===== config.mk =====
export PLATFORM = sky130hd
export DESIGN_NAME = ddr_bank_tracker
export DESIGN_NICKNAME = d
export VERILOG_FILES = /design/src/rtl/ddr_trk_pkg.sv /design/src/rtl/ddr_trk_ctrl.sv /design/src/rtl/ddr_trk_bank.sv /design/src/rtl/ddr_trk_datapath.sv /design/src/rtl/ddr_bank_tracker.sv
export SDC_FILE = /design/constraint.sdc
export NUM_CORES = 1
export LEC_CHECK = 0
export ABC_AREA = 0
export BUFFER_PORTS_ARGS = -buffer_cell sky130_fd_sc_hd__buf_2
export CAP_MARGIN = 5
export CORE_UTILIZATION = 40
export CTS_BUF_LIST = sky130_fd_sc_hd__clkbuf_2 sky130_fd_sc_hd__clkbuf_4 sky130_fd_sc_hd__clkbuf_8
export DETAILED_ROUTE_END_ITERATION = 6
export SYNTH_ARGS = -nofsm -noshare
export SYNTH_HDL_FRONTEND = slang
export SYNTH_SLANG_ARGS = --single-unit

===== constraint.sdc =====
create_clock -name clk -period 2.5 [get_ports clk]
set_input_delay 0.375 -clock clk [delete_from_list [all_inputs] [get_ports clk]]
set_output_delay 0.375 -clock clk [all_outputs]
set_load 0.05 [all_outputs]

===== src/rtl/ddr_trk_pkg.sv =====
`timescale 1ns/1ps
package ddr_trk_pkg;
  localparam int NUM_BANKS = 4;
  localparam int BANK_W    = $clog2(NUM_BANKS);

  typedef enum logic [2:0] {
    OP_NOP  = 3'd0,
    OP_ACT  = 3'd1,
    OP_RD   = 3'd2,
    OP_WR   = 3'd3,
    OP_RDA  = 3'd4,
    OP_WRA  = 3'd5,
    OP_PRE  = 3'd6,
    OP_PREA = 3'd7
  } cmdOp_t;

  typedef enum logic [1:0] {
    BK_IDLE  = 2'd0,
    BK_OPEN  = 2'd1,
    BK_BURST = 2'd2,
    BK_LOCK  = 2'd3
  } bankState_t;

  // strobes from the command checker into the state/timer datapath
  typedef struct packed {
    logic [NUM_BANKS-1:0] act;
    logic [NUM_BANKS-1:0] xfer;
    logic [NUM_BANKS-1:0] xferAp;
    logic [NUM_BANKS-1:0] close;
    logic                 rdLaunch;
    logic                 flagErr;
  } trkStrobe_t;
endpackage


===== src/rtl/ddr_trk_ctrl.sv =====
`timescale 1ns/1ps
module ddr_trk_ctrl
  import ddr_trk_pkg::*;
(
  input  logic [2:0]           cmdOp,
  input  logic [BANK_W-1:0]    cmdBank,
  input  logic [NUM_BANKS-1:0] bankIdle,
  input  logic [NUM_BANKS-1:0] bankMayRdWr,
  input  logic [NUM_BANKS-1:0] bankMayPre,
  output trkStrobe_t           stb
);
  cmdOp_t               op;
  logic [NUM_BANKS-1:0] sel;

  always_comb begin
    op  = cmdOp_t'(cmdOp);
    sel = '0;
    sel[cmdBank] = 1'b1;
  end

  always_comb begin
    stb = '0;
    unique case (op)
      OP_ACT: begin
        if (bankIdle[cmdBank]) stb.act = sel;
        else                   stb.flagErr = 1'b1;
      end
      OP_RD, OP_WR, OP_RDA, OP_WRA: begin
        if (bankMayRdWr[cmdBank]) begin
          if (op == OP_RD || op == OP_WR) stb.xfer   = sel;
          else                            stb.xferAp = sel;
          stb.rdLaunch = (op == OP_RD) || (op == OP_RDA);
        end else begin
          stb.flagErr = 1'b1;
        end
      end
      OP_PRE: begin
        if (bankMayPre[cmdBank]) stb.close   = sel;
        else                     stb.flagErr = 1'b1;
      end
      OP_PREA: stb.close = bankMayPre;
      default: ;
    endcase
  end
endmodule


===== src/rtl/ddr_trk_bank.sv =====
`timescale 1ns/1ps
module ddr_trk_bank
  import ddr_trk_pkg::*;
#(
  parameter int T_RCD = 3,
  parameter int T_APR = 2,
  parameter int CNT_W = 4
) (
  input  logic       clk,
  input  logic       rst_n,
  input  logic       act,
  input  logic       xfer,
  input  logic       xferAp,
  input  logic       close,
  input  logic [3:0] beats,
  output logic       isIdle,
  output logic       mayRdWr,
  output logic       mayPre
);
  localparam logic [CNT_W-1:0] RCD_LOAD  = CNT_W'(T_RCD - 1);
  localparam logic [CNT_W-1:0] APR_EXTRA = CNT_W'(T_APR - 1);
  localparam logic [CNT_W-1:0] ONE       = CNT_W'(1);

  bankState_t       state;
  logic [CNT_W-1:0] rcdCnt;
  logic [CNT_W-1:0] busyCnt;
  logic [CNT_W-1:0] beatsW;

  assign beatsW = CNT_W'(beats);

  always_ff @(posedge clk) begin
    if (!rst_n) begin
      state   <= BK_IDLE;
      rcdCnt  <= '0;
      busyCnt <= '0;
    end else if (act) begin
      state  <= BK_OPEN;
      rcdCnt <= RCD_LOAD;
    end else if (close && state != BK_LOCK) begin
      state   <= BK_IDLE;
      rcdCnt  <= '0;
      busyCnt <= '0;
    end else if (xfer) begin
      if (beatsW == ONE) begin
        state <= BK_OPEN;
      end else begin
        state   <= BK_BURST;
        busyCnt <= beatsW - ONE;
      end
    end else if (xferAp) begin
      state   <= BK_LOCK;
      busyCnt <= beatsW + APR_EXTRA;
    end else begin
      if (rcdCnt != '0) rcdCnt <= rcdCnt - ONE;
      if (state == BK_BURST || state == BK_LOCK) begin
        if (busyCnt == ONE) state <= (state == BK_LOCK) ? BK_IDLE : BK_OPEN;
        busyCnt <= busyCnt - ONE;
      end
    end
  end

  assign isIdle  = (state == BK_IDLE);
  assign mayRdWr = (state == BK_OPEN) && (rcdCnt == '0);
  assign mayPre  = (state != BK_LOCK);
endmodule


===== src/rtl/ddr_trk_datapath.sv =====
`timescale 1ns/1ps
module ddr_trk_datapath
  import ddr_trk_pkg::*;
#(
  parameter int T_RCD   = 3,
  parameter int T_APR   = 2,
  parameter int MAX_CAS = 4
) (
  input  logic                 clk,
  input  logic                 rst_n,
  input  trkStrobe_t           stb,
  input  logic [1:0]           modeBurstLen,
  input  logic [2:0]           modeCasLat,
  output logic [NUM_BANKS-1:0] bankIdle,
  output logic [NUM_BANKS-1:0] mayRdWr,
  output logic [NUM_BANKS-1:0] mayPre,
  output logic                 rdDataDue,
  output logic                 cmdErr
);
  localparam int CNT_W = $clog2(T_RCD + T_APR + 5);
  localparam int IDX_W = $clog2(MAX_CAS);

  logic [3:0]         beats;
  logic [MAX_CAS-1:0] rdPipe;
  logic [IDX_W-1:0]   casIdx;

  always_comb begin
    unique case (modeBurstLen)
      2'b10:   beats = 4'd2;
      2'b11:   beats = 4'd4;
      default: beats = 4'd1;
    endcase
  end

  generate
    for (genvar b = 0; b < NUM_BANKS; b++) begin : g_bank
      ddr_trk_bank #(.T_RCD(T_RCD), .T_APR(T_APR), .CNT_W(CNT_W)) u_bank (
        .clk    (clk),
        .rst_n  (rst_n),
        .act    (stb.act[b]),
        .xfer   (stb.xfer[b]),
        .xferAp (stb.xferAp[b]),
        .close  (stb.close[b]),
        .beats  (beats),
        .isIdle (bankIdle[b]),
        .mayRdWr(mayRdWr[b]),
        .mayPre (mayPre[b])
      );
    end
  endgenerate

  // read launch travels one stage per cycle; the tap picks the latency
  always_ff @(posedge clk) begin
    if (!rst_n) begin
      rdPipe <= '0;
    end else begin
      rdPipe[0] <= stb.rdLaunch;
      for (int i = 1; i < MAX_CAS; i++) rdPipe[i] <= rdPipe[i-1];
    end
  end

  always_comb begin
    if (modeCasLat == 3'd0)                 casIdx = '0;
    else if (int'(modeCasLat) > MAX_CAS)    casIdx = IDX_W'(MAX_CAS - 1);
    else                                    casIdx = IDX_W'(int'(modeCasLat) - 1);
  end

  assign rdDataDue = rdPipe[casIdx];

  always_ff @(posedge clk) begin
    if (!rst_n)           cmdErr <= 1'b0;
    else if (stb.flagErr) cmdErr <= 1'b1;
  end
endmodule


===== src/rtl/ddr_bank_tracker.sv =====
`timescale 1ns/1ps
module ddr_bank_tracker #(
  parameter int T_RCD   = 3,
  parameter int T_APR   = 2,
  parameter int MAX_CAS = 4
) (
  input  logic       clk,
  input  logic       rst_n,
  input  logic [2:0] cmdOp,
  input  logic [1:0] cmdBank,
  input  logic [2:0] modeCasLat,
  input  logic [1:0] modeBurstLen,
  output logic [3:0] mayRdWr,
  output logic [3:0] mayPre,
  output logic       rdDataDue,
  output logic       cmdErr
);
  import ddr_trk_pkg::*;

  trkStrobe_t stb;
  logic [3:0] bankIdle;

  ddr_trk_ctrl u_ctrl (
    .cmdOp      (cmdOp),
    .cmdBank    (cmdBank),
    .bankIdle   (bankIdle),
    .bankMayRdWr(mayRdWr),
    .bankMayPre (mayPre),
    .stb        (stb)
  );

  ddr_trk_datapath #(.T_RCD(T_RCD), .T_APR(T_APR), .MAX_CAS(MAX_CAS)) u_dp (
    .clk         (clk),
    .rst_n       (rst_n),
    .stb         (stb),
    .modeBurstLen(modeBurstLen),
    .modeCasLat  (modeCasLat),
    .bankIdle    (bankIdle),
    .mayRdWr     (mayRdWr),
    .mayPre      (mayPre),
    .rdDataDue   (rdDataDue),
    .cmdErr      (cmdErr)
  );
endmodule


* Yosys cells after proc, flatten, opt, wreduce, memory -nomap -nowiden
Cells that the tools add are included.
** Word-level totals
- Register bits after elaboration :: 45
- Bits of input ports :: 12
- Output and inout bits :: 10
- Logic and storage cells :: 262
** Operators by class
- Add/subtract/negate cells :: 11
- Magnitude comparators :: 4
- Equal/unequal tests :: 42
- Muxes and demuxes :: 91
- Bitwise gates (word level) :: 13
- Reductions and logical operators :: 78
** Operator list (number)
- 2-to-1 mux 4 bit :: 22
- 2-to-1 mux 2 bit :: 39
- nonzero test 5 bit :: 8
- AND reduction 3 bit :: 13
- nonzero test 3 bit :: 12
- subtractor 4 x 1 -> 4 bit (second input constant) :: 9
- nonzero test 4 bit :: 8
- inequality test 3 x 1 -> 1 bit (second input constant) :: 8
- equality test 2 bit (second input constant) :: 10
- equality test 4 x 1 -> 1 bit (second input constant) :: 5
- 2-to-1 mux 1 bit :: 20
- logical NOT 4 bit :: 4
- 2-to-1 mux 8 bit :: 2
- AND reduction 2 bit :: 8
- inverter 1 bit :: 13
- equality test 3 bit (second input constant) :: 4
- inequality test 3 bit (second input constant) :: 4
- OR reduction 3 bit :: 4
- logical AND 1 bit :: 9
- binary-select mux 1 bit (select 2 bit) :: 4
- equality test 2 x 1 -> 1 bit (second input constant) :: 4
- logical NOT 2 bit :: 4
- inequality test 2 bit (second input constant) :: 4
- one-hot mux 4 bit (2 select lines) :: 1
- other kinds (13) :: 20

* Logic depth before layout (Yosys ltp)
Gate-level depths: netlist of run 1.
- Depth in word-level cells :: 11
- Depth in mapped cells :: 8
- Depth with buffers taken out :: 7

* By module
Synthesis of run 1 repeated with hierarchy kept, for this count alone.
** Second synthesis, totals
- Cell total of the unflattened synthesis :: 460
- Area total of the unflattened synthesis :: 3656.0 um^2
** Modules (own cells, without submodules)
- ddr_trk_bank :: instances 4, cells each 97, area an instance 777.0 um^2, sequential area each 200.2 um^2
- ddr_trk_ctrl :: instances 1, cells each 43, area an instance 296.5 um^2, sequential area each 0.0 um^2
- ddr_trk_datapath :: instances 1, cells each 29, area an instance 251.5 um^2, sequential area each 100.1 um^2

* Worst setup path after synthesis of run 1
OpenSTA, ideal clock, no wires.
- Kind :: input port to flip-flop
- From :: in cmdOp[2]
- To :: reg u_dp.g_bank[0].u_bank.rcdCnt[2]
- Setup time :: 116 ps
- Data arrival time :: 1789 ps
- Data required time :: 2384 ps
- Slack :: 595 ps
- Stages :: 8
- Path buffers :: 2
- Path through :: inv_1 ha_1 clkbuf_1 and4b_1 clkbuf_1 nor3_1 mux2i_1 nor2_1
** On the way
- Word-level cells in the longest chain between the ends :: 7
- Elaborated cells between the ends (all ways) :: 20
- Those cells by class :: eq/ne (7); mux (6); bitwise (2); reduce/logical (5)
** RTL lines
- start: declaration :: RTL line ddr_bank_tracker.sv:9 : input logic [2:0] cmdOp,
- equality test 3 x 2 -> 1 bit :: RTL line ddr_trk_ctrl.sv:23, ddr_trk_ctrl.sv:30
- logical OR 1 bit :: RTL line ddr_trk_ctrl.sv:30 : if (op == OP_RD || op == OP_WR) stb.xfer = sel;
- 2-to-1 mux 4 bit :: RTL line ddr_trk_ctrl.sv:30
- 2-to-1 mux 8 bit :: RTL line ddr_trk_ctrl.sv:29 : if (bankMayRdWr[cmdBank]) begin
- 2-to-1 mux 8 bit :: RTL line ddr_trk_ctrl.sv:23 : unique case (op)
- inverter 1 bit (no line)
- AND reduction 3 bit (no line)
- end signal: assignment :: RTL line ddr_trk_bank.sv:54 : if (rcdCnt != '0) rcdCnt <= rcdCnt - ONE;
- end: declaration :: RTL line ddr_trk_bank.sv:25 : logic [CNT_W-1:0] rcdCnt;
Several ways; a longest one is shown, not always the timed one.
A chain may end at the register's enable or synchronous reset.

* Final worst setup path of run 1
- From :: reg u_dp.g_bank[2].u_bank.state[1]
- To :: reg u_dp.g_bank[2].u_bank.busyCnt[1]
** On the way
- Word-level cells in the longest chain between the ends :: 9
- Elaborated cells between the ends (all ways) :: 27
- Those cells by class :: eq/ne (5); mux (15); bitwise (1); reduce/logical (6)
** RTL lines
- start: declaration :: RTL line ddr_trk_bank.sv:24 : bankState_t state;
- start signal: assignment :: RTL line ddr_trk_bank.sv:56 : if (busyCnt == ONE) state <= (state == BK_LOCK) ? BK_IDLE : BK_OPEN;
- parallel branches: the longest is 9 deep, another holds 2-to-1 mux 4 bit
- end signal: assignment :: RTL line ddr_trk_bank.sv:48 : busyCnt <= beatsW - ONE;
- end signal: assignment :: RTL line ddr_trk_bank.sv:52 : busyCnt <= beatsW + APR_EXTRA;
- end signal: assignment :: RTL line ddr_trk_bank.sv:57 : busyCnt <= busyCnt - ONE;
- end: declaration :: RTL line ddr_trk_bank.sv:26 : logic [CNT_W-1:0] busyCnt;
Parallel ways; which one is timed is not known. The select of a mux whose other input is x is not followed.

==> flow_metrics.env, run 1 <==
export IMPL_nets=380
export IMPL_drive_above_1_share_pct=12.3
export IMPL_min_period_ps=2020
export IMPL_overflow=0
export IMPL_slew_limit_headroom_pct=58.1
export IMPL_fmax_mhz=496
export IMPL_core_um2=6420
export IMPL_first_global_vias=2262
export IMPL_p_per_area_nw_per_um2=473
export IMPL_tightest_slew_ps=624
export IMPL_cts_sinks=45
export IMPL_clk_latency_ps=300
export IMPL_grtUsageMet1_pct=26.3
export IMPL_syn_nets=366
export IMPL_multiInputGateArea_um2=1640
export IMPL_min_path_type="in -> reg"
export IMPL_drt_iter0_drc=146
export IMPL_outcome="complete, but fails checks"
export IMPL_post_dp_hpwl_mm=4.67
export IMPL_htreeDepth=2
export IMPL_viasPerCell=5.69
export IMPL_synth_most_common_cell="dfxtp_1"
export IMPL_synthArstFlopShare_pct=0
export IMPL_drcViolationCount=4
export IMPL_arrival_ps=2240
export IMPL_numCtsBuffers=5
export IMPL_fin_crit_sh_pct=80.7
export IMPL_antenna_found_initial=0
export IMPL_first_pass_iters=7
export IMPL_synthCells=343
export IMPL_yosys_cell_types_count=53
export IMPL_yosysTopAreaCellShare_pct=33.4
export IMPL_crit_path_end_kind="flop"
export IMPL_fin_tns_setup_ps=0
export IMPL_met2_usage_pct=29.2
export IMPL_syn_area_um2=2700
export IMPL_syn_to_final_growth_pct=8.11
export IMPL_final_hold_viol_count=0
export IMPL_worstSetupStartpointType="flop"
export IMPL_cp_max_fo=9
export IMPL_seq_area_frac_synth_pct=33.4
export IMPL_maxSlewViolCount=0
export IMPL_post_cts_setup_buffer_count=0
export IMPL_final_cells=435
export IMPL_ir_drop_uv=268
export IMPL_num_fill_cells=667
export IMPL_synth_edf_count=0
export IMPL_rows=29
export IMPL_track_usage_pct=18.8
export IMPL_avgRoutedWirePerCell_um=14.6
export IMPL_dieWidth_um=84.1
export IMPL_violations="design-rule violations"
export IMPL_p_leak_nw=1.12
export IMPL_crit_required_ps=2720
export IMPL_wirelength_mm=6.35
export IMPL_cts_resized=0
export IMPL_initial_utilization_pct=42.0
export IMPL_synth_area_leaders="dfxtp_1, nor2_1, nand2_1, ha_1, a21oi_1"
export IMPL_clk_path_buf_depth=2
export IMPL_avgSynthCellArea_um2=7.87
export IMPL_setup_viol=0
export IMPL_regArea_um2=901
export IMPL_max_cap_violations=0
export IMPL_grt_pass1_wl_mm=10.7
export IMPL_synth_commonest_cells="dfxtp_1, nor2_1, nand2_1"
export IMPL_io_pins=22
export IMPL_rsz0062_at_grt="false"
export IMPL_finalClockSkew_ps=10.2
export IMPL_num_vias=2476
export IMPL_dp_cells=427
export IMPL_tritoncts="built"
export IMPL_whs_path_depth=3
export IMPL_gr_max_usage_layer="met2"
export IMPL_clockRootBuffer="clkbuf_8"
export IMPL_die_h_um=84.1
export IMPL_ys_ff_latch=45
export IMPL_yosys_warnings=0
export IMPL_crit_type="reg -> reg"
export IMPL_diodes=0
export IMPL_synth_area_leader_cell="dfxtp_1"
export IMPL_hold_slack_ps=448
export IMPL_finalWeightedCongestion=0.821
export IMPL_grt_max_degree=17
export IMPL_die_area_um2=7080
export IMPL_grt_met3_usage_pct=3.05
export IMPL_antenna_left=0
export IMPL_rr_worst_depth=4
export IMPL_clk_pin_slew_ps=90
export IMPL_synth_flop_cell="dfxtp_1"
export IMPL_hold_buffers=0
export IMPL_port_buffer_count=21
[cell families after synthesis]
| family | Yosys count | share of synthesized area (%) |
|---|---|---|
| flip-flops | 45 | 33.4 |
| XOR/XNOR | 2 | 0.649 |
| AO/OA/AOI/OAI | 75 | 17.7 |
| adder cells (fa/ha/maj) | 11 | 5.10 |
| AND/OR/NAND/NOR | 167 | 32.2 |
| buffers and inverters | 32 | 5.93 |
| multiplexers | 11 | 5.10 |
[routing by layer]
metal / vias to the layer above / part of all wire, %
met2: 61 / 45
met1: 1149 / 48
met4: 0 / 1.3
met5: - / 0
met3: 8 / 5.5
li1: 1258 / -
[stage by stage]
stage,util [%],power (mW),worst slack [ps],cell area [um^2]
5_1_grt,45.4,1.44,332,2920
2_1_floorplan,-,0.871,595,2700
3_3_place_gp,44.0,0.920,323,2830
4_1_cts,45.4,1.39,506,2920
6_report,45.4,1.38,482,2920
3_5_place_dp,44.0,0.921,276,2830
[critical path, cell delays in order, from the launching register on]
cell	delay, ps
dfxtp_1	420
or3b_4	460
nor4b_2	490
mux2_2	400
o31ai_1	170
[registers in the layout (all words and copies together) (netlist names)]
| signal | flops |
|---|---|
| u_dp.cmdErr | 1 |
| u_dp.g_bank.u_bank.busyCnt | 16 |
| u_dp.g_bank.u_bank.rcdCnt | 16 |
| u_dp.g_bank.u_bank.state | 8 |
| u_dp.rdPipe | 4 |
[report_power, final]
group | switching [mW] | internal (mW) | total (mW) | leakage, nW
logic | 0.112 | 0.0568 | 0.169 | 0.715
registers | 0.0102 | 0.726 | 0.736 | 0.363
clock network | 0.266 | 0.208 | 0.474 | 0.0408
total | 0.388 | 0.991 | 1.38 | 1.12
[cell usage in the layout, fill, tap and decap left out, types with 3 or more instances in the layout]
cell      count
and3_1        3
nand3_1      12
o211ai_1      4
nand4_1       3
mux2i_1       7
and2_1        8
nor2b_1       6
a22oi_1       5
buf_4         5
a21oi_1      18
ha_1         11
nor3b_1      10
a211oi_1      6
a31oi_1       5
nand3b_1      5
nand2_1      38
o31ai_1       5
nor4_1        3
o21ai_0      18
dfxtp_1      45
buf_2        21
inv_1        13
nor2_1       43
clkbuf_8      5
nor3_1       17
o21bai_1      4
[worst paths after layout]
kind | startpoint | to | slack, ps
max | u_dp.g_bank[2].u_bank.state[1]$_SDFFE_PP0P_ | u_dp.g_bank[2].u_bank.busyCnt[1]$_SDFFE_PN0P_ | 480
min | modeBurstLen[1] | u_dp.g_bank[3].u_bank.busyCnt[0]$_SDFFE_PN0P_ | 450
max reg2reg | u_dp.g_bank[2].u_bank.state[1]$_SDFFE_PP0P_ | u_dp.g_bank[2].u_bank.busyCnt[1]$_SDFFE_PN0P_ | 480
min reg2reg | u_dp.rdPipe[1]$_SDFF_PN0_ | u_dp.rdPipe[2]$_SDFF_PN0_ | 470
[final cells by class]
type / instances / area share, %
Timing Repair Buffer: 26 / 4.89
Tap cell: 77 / 3.30
Clock inverter: 2 / 0.515
Sequential cell: 45 / 30.9
Multi-Input combinational cell: 266 / 56.1
Inverter: 13 / 1.67
Clock buffer: 6 / 2.62
Power figures use the tool's default switching activity.
==> run 2: changes to the inputs <==
Settings changed: ABC_AREA 0 to 1.
Clock period 2.5 ns to 2 ns, I/O delays scaled along.
==> run 2 against run 1 <==
The run now ends clean. Die area grew 11%. Non-clock buffer count grew 9. Critical path type is now in -> out. Critical endpoint is now rdDataDue. Critical path depth grew 2. Highest routed layer unchanged.
==> flow_metrics.env, run 2 <==
export IMPL_outcome="finished clean"
export IMPL_overflow=0
export IMPL_crit_path_end_kind="output port"
export IMPL_antenna_left=0
export IMPL_seq_area_frac_synth_pct=30.1
export IMPL_final_hold_viol_count=0
export IMPL_drcViolationCount=0
export IMPL_netSwitchingFraction_pct=34.3
export IMPL_reg_largest_list="u_dp.g_bank.u_bank.busyCnt: 16 flops, u_dp.g_bank.u_bank.rcdCnt: 16 flops, u_dp.g_bank.u_bank.state: 8 flops"
export IMPL_track_usage_pct=19.2
export IMPL_synthXorXnorAreaFrac_pct=2.34
export IMPL_tritoncts="built"
export IMPL_setup_viol=0
export IMPL_tightest_slew_ps=437
export IMPL_ir_drop_uv=387
export IMPL_clk_pin_slew_ps=80
export IMPL_avgRoutedWirePerCell_um=11.4
export IMPL_mostFrequentLayoutCells="nand2_1, nor2_1, inv_1, dfxtp_1, nand3_1"
export IMPL_drive_above_1_share_pct=14.1
export IMPL_p_leak_nw=1.70
export IMPL_die_h_um=88.5
export IMPL_wirelength_mm=6.94
export IMPL_route_met2_wl_mm=3.23
export IMPL_num_fill_cells=789
export IMPL_core_um2=7250
export IMPL_min_path_type="in -> reg"
export IMPL_synth_top_family_by_area="simple AND/OR/NAND/NOR gates"
export IMPL_synth_compound_area_share_pct=10.7
export IMPL_htreeDepth=2
export IMPL_first_global_vias=2606
export IMPL_syn_nets=504
export IMPL_max_cap_violations=0
export IMPL_synth_edf_count=0
export IMPL_top_layer="met4"
export IMPL_die_area_um2=7830
export IMPL_wl_met1_mm=3.43
export IMPL_postLayoutCoreUtil_pct=46.2
export IMPL_synthArstFlopShare_pct=0
export IMPL_slew_limit_headroom_pct=70.6
export IMPL_synth_area_leaders="dfxtp_1, nand2_1, nor2_1, inv_1, nand3_1"
export IMPL_seq_power_share_pct=44.3
export IMPL_syn_to_final_growth_pct=12.0
export IMPL_grt_pass1_wl_mm=11.7
export IMPL_num_vias=2887
export IMPL_cts_sinks=45
export IMPL_yosysTopAreaCellShare_pct=30.1
export IMPL_clock_power_share_pct=27.3
export IMPL_synth_area_leader_cell="dfxtp_1"
export IMPL_fmax_mhz=526
export IMPL_synthAdderAreaFrac_pct=4.94
export IMPL_clk_latency_ps=300
export IMPL_post_dp_hpwl_mm=5.40
export IMPL_p_int_mw=1.53
export IMPL_layout_commonest_cell="nand2_1"
export IMPL_synthCells=481
export IMPL_dieWidth_um=88.5
export IMPL_crit_required_ps=1700
export IMPL_clockRootBuffer="clkbuf_8"
export IMPL_cp_max_fo=2
export IMPL_viasPerCell=4.73
export IMPL_nets=533
export IMPL_synth_flop_cell="dfxtp_1"
export IMPL_fin_tns_setup_ps=0
export IMPL_hold_buffers=0
export IMPL_finalWeightedCongestion=0.869
export IMPL_first_pass_iters=5
export IMPL_synth_most_common_cell="nand2_1"
export IMPL_yosys_area_share_simple_pct=40.3
export IMPL_numCtsBuffers=5
export IMPL_initial_utilization_pct=41.2
export IMPL_drt_iter0_drc=104
export IMPL_synth_commonest_cells="nand2_1, nor2_1, inv_1"
export IMPL_ys_ff_latch=45
export IMPL_synthMuxAreaShare_pct=0
export IMPL_avgSynthCellArea_um2=6.22
export IMPL_antenna_found_initial=0
export IMPL_maxSlewViolCount=0
export IMPL_p_comb_share_pct=28.4
export IMPL_p_per_area_nw_per_um2=693
export IMPL_grt_max_degree=14
export IMPL_rows=31
export IMPL_syn_area_um2=2990
export IMPL_yosys_warnings=0
export IMPL_finalClockSkew_ps=5.41
export IMPL_io_pins=22
export IMPL_rsz0062_at_grt="false"
export IMPL_port_buffer_count=21
export IMPL_p_sw_mw=0.797
export IMPL_clk_path_buf_depth=2
export IMPL_diodes=0
export IMPL_yosys_cell_types_count=36
export IMPL_crit_type="in -> out"
export IMPL_worstSetupStartpointType="primary input"
export IMPL_arrival_ps=1600
export IMPL_min_period_ps=1900
export IMPL_fin_crit_sh_pct=95.1
export IMPL_route_met3_wl_um=176
==> run 2: cell count changes after synthesis, sizes merged, moves of 8 or more <==
cell / change
and2: -8
inv: +51
nand2: +101
nand3: +31
nor2: +42
nor3b: -8
==> run 2: cells by family (layout without fill, tap and decap cells) <==
kind of cell	Yosys count	count (layout)
compound gates	55	55
xor+xnor	8	8
fa+ha+maj	12	12
buf+inv	78	108
flops	45	45
simple gates	283	283
==> run 2: what timing repair did <==
| item | CTS | global route |
|---|---|---|
| setup endpoints to repair | 0 | 3 |
| setup buffers | 0 | 1 |
| resized for setup | 0 | 4 |
==> run 2: area by class of cell <==
type / count / area, um^2 / area share (%)
Multi-Input combinational cell: 358 / 1760 / 52.5
Sequential cell: 45 / 901 / 26.9
Inverter: 65 / 244 / 7.28
Timing Repair Buffer: 35 / 223 / 6.65
Tap cell: 99 / 124 / 3.70
Clock buffer: 7 / 96.3 / 2.88
Clock inverter: 1 / 5.00 / 0.149
==> run 2: power by group through the flow <==
stage	sequential, mW	combinational, mW	clock, mW
6_report	1.03	0.659	0.634
5_1_grt	1.04	0.753	0.695
4_1_cts	1.03	0.657	0.658
3_5_place_dp	1.05	0.654	0
3_3_place_gp	1.05	0.645	0
2_1_floorplan	1.04	0.520	0
==> run 2: path summary, 6_finish.rpt <==
kind                                               startpoint                                            end  depth (start not counted)  slack, ps
hold / removal                                       cmdOp[0]                      u_dp.rdPipe[0]$_SDFF_PN0_                          2        240
setup / recovery                                modeCasLat[0]                                      rdDataDue                          6        100
setup reg to reg  u_dp.g_bank[0].u_bank.state[0]$_SDFFE_PN0P_  u_dp.g_bank[1].u_bank.busyCnt[0]$_SDFFE_PN0P_                         12        160
hold reg to reg                     u_dp.rdPipe[2]$_SDFF_PN0_                      u_dp.rdPipe[3]$_SDFF_PN0_                          2        440
==> run 2: layer usage <==
metal  global-route usage, %  vias to the layer above
met4                    6.01                        0
met1                    23.9                     1272
met2                    33.5                       36
li1                        -                     1569
met5                       0                        -
met3                    3.64                       10
==> run 2: stage by stage <==
stage | setup WS, ps | hold slack, ps | area [um^2] | total power, mW | std cells
6_report | 98.8 | 236 | 3350 | 2.32 | 610
5_1_grt | 10.1 | 216 | 3350 | 2.49 | 610
4_1_cts | 87.0 | 227 | 3340 | 2.34 | 609
3_5_place_dp | 19.1 | 428 | 3230 | 1.70 | 601
3_3_place_gp | 98.6 | 427 | 3230 | 1.69 | 601
2_1_floorplan | 5.62 | 376 | 3000 | 1.57 | 481
==> run 2: critical path, stage by stage <==
cell and delay (ps):
buf_2 80, inv_1 30, ha_1 280, maj3_1 390
o32ai_2 210, buf_2 300
==> run 3: changes to the inputs <==
Settings changed: SETUP_SLACK_MARGIN set to 0.4, TNS_END_PERCENT set to 5.
==> run 3 against run 2 <==
Die area unchanged. Clock-buffer cell count down 2. Final cell count up 2.5%. Clock power up 31%. Sequential power about the same. Highest routed layer unchanged.
==> flow_metrics.env, run 3 (same netlist as run 2, synthesis figures left out) <==
export IMPL_outcome="finished clean"
export IMPL_max_cap_violations=0
export IMPL_dp_slack_ps=13.2
export IMPL_slew_limit_headroom_pct=65.6
export IMPL_tightest_slew_ps=516
export IMPL_io_pins=22
export IMPL_p_per_area_nw_per_um2=699
export IMPL_port_buffer_count=21
export IMPL_nets=548
export IMPL_finalClockSkew_ps=11.4
export IMPL_dieWidth_um=88.5
export IMPL_avgRoutedWirePerCell_um=11.8
export IMPL_numCtsBuffers=5
export IMPL_overflow=0
export IMPL_viasPerCell=4.82
export IMPL_max_stage_delay_ps=340
export IMPL_cp_max_fo=3
export IMPL_rsz0062_at_grt="true"
export IMPL_min_period_ps=1730
export IMPL_fmax_mhz=578
export IMPL_drive_above_1_share_pct=25.9
export IMPL_clockRootBuffer="clkbuf_8"
export IMPL_cp_slowest_cell="dfxtp_1"
export IMPL_cts_sinks=45
export IMPL_die_h_um=88.5
export IMPL_p_leak_nw=1.87
export IMPL_setup_viol=0
export IMPL_layout_commonest_cell="nand2_1"
export IMPL_clk_pin_slew_ps=100
export IMPL_arrival_ps=1430
export IMPL_antenna_left=0
export IMPL_first_global_vias=2799
export IMPL_tritoncts="built"
export IMPL_first_pass_iters=4
export IMPL_route_met3_wl_um=183
export IMPL_grt_pass1_wl_mm=12.3
export IMPL_crit_path_end_kind="output port"
export IMPL_ir_drop_uv=355
export IMPL_crit_required_ps=1700
export IMPL_drt_iter0_drc=155
export IMPL_maxSlewViolCount=0
export IMPL_fin_tns_setup_ps=0
export IMPL_track_usage_pct=20.4
export IMPL_wirelength_mm=7.39
export IMPL_initial_utilization_pct=41.2
export IMPL_die_area_um2=7830
export IMPL_finalWeightedCongestion=0.830
export IMPL_clk_path_buf_depth=2
export IMPL_clk_latency_ps=310
export IMPL_reg_largest_list="u_dp.g_bank.u_bank.busyCnt: 16 flops, u_dp.g_bank.u_bank.rcdCnt: 16 flops, u_dp.g_bank.u_bank.state: 8 flops"
export IMPL_num_vias=3010
export IMPL_wl_met1_mm=3.49
export IMPL_rows=31
export IMPL_core_um2=7250
export IMPL_final_cells=625
export IMPL_final_hold_viol_count=0
export IMPL_htreeDepth=2
export IMPL_drcViolationCount=0
export IMPL_route_met2_wl_mm=3.59
export IMPL_fin_crit_sh_pct=86.5
export IMPL_setup_ws_ps=271
export IMPL_path_cells="nor2_4 > nand3_2 > buf_4 > buf_4 > inv_1 > buf_2"
export IMPL_antenna_found_initial=0
export IMPL_crit_type="reg -> out"
export IMPL_mostFrequentLayoutCells="nand2_1, nor2_1, inv_1, nand3_1, dfxtp_1"
export IMPL_top_layer="met4"
export IMPL_multiInputGateArea_um2=1980
export IMPL_num_fill_cells=728
export IMPL_diodes=0
export IMPL_regArea_um2=912
export IMPL_cp_common_cell="buf_4"
export IMPL_dp_cells=600
export IMPL_syn_to_final_growth_pct=27.3
export IMPL_min_path_type="in -> reg"
export IMPL_worstSetupStartpointType="flop"
export IMPL_post_dp_hpwl_mm=5.15
export IMPL_grt_max_degree=15
## run 3: cell count changes in the layout (fill, tap and decap cells not counted), sizes merged
cell / delta
buf: +14
bufinv: +2
nand3: +1
clkbuf: -2
## run 3: area by class of cell
cell class,count,area share (%)
timing repair buffer,49,10.3
clock inverter,3,1.71
multi-input combinational,359,52.1
clock buffer,5,1.81
sequential,45,23.9
tap,99,3.25
inverter,65,6.83
## run 3: metrics by stage
stage	cell area (um^2)	power (mW)	hold WS (ps)	util (%)
2_1_floorplan	3040	1.57	376	-
3_3_place_gp	3260	1.70	429	45.0
3_5_place_dp	3260	1.71	428	45.0
4_1_cts	3640	2.63	206	50.3
5_1_grt	3810	2.84	204	52.5
6_report	3810	2.66	218	52.5
## run 3: final timing paths
kind                                                              startpoint                                            to  slack, ps  depth (start not counted)
worst max-delay path            u_dp.g_bank[1].u_bank.rcdCnt[3]$_SDFFE_PP0P_                                    mayRdWr[1]        270                          6
worst min-delay path                                                cmdOp[0]                     u_dp.rdPipe[0]$_SDFF_PN0_        220                          2
worst max register to register  u_dp.g_bank[1].u_bank.rcdCnt[3]$_SDFFE_PP0P_                     u_dp.rdPipe[0]$_SDFF_PN0_        290                          9
worst min register to register  u_dp.g_bank[2].u_bank.rcdCnt[0]$_SDFFE_PP0P_  u_dp.g_bank[2].u_bank.rcdCnt[0]$_SDFFE_PP0P_        440                          1
## run 3: critical path: cells and delay by family (launching register included)
family                 cells  cell delay (ps)
flip-flops                 1              340
AND/OR/NAND/NOR            2              250
buffers and inverters      4              540
## run 3: timing repair
| item | in CTS | in global routing |
|---|---|---|
| resized for setup | 45 | 37 |
| endpoints found under the setup margin | 33 | 45 |
| hold buffers | 0 | 0 |
| buffers inserted | 12 | 3 |
| pin swaps | 17 | 18 |
| cloned | 2 | 0 |
## run 3: layer usage
metal,vias to the layer above,track usage [%]
met3,10,3.45
met2,35,35.7
met5,-,0
met1,1365,25.3
met4,0,6.74
li1,1600,-
## run 3: power by group
group / leakage (nW) / internal [mW] / switching (mW)
clock network: 0.0681 / 0.497 / 0.336
logic: 1.43 / 0.322 / 0.463
registers: 0.370 / 0.973 / 0.0705
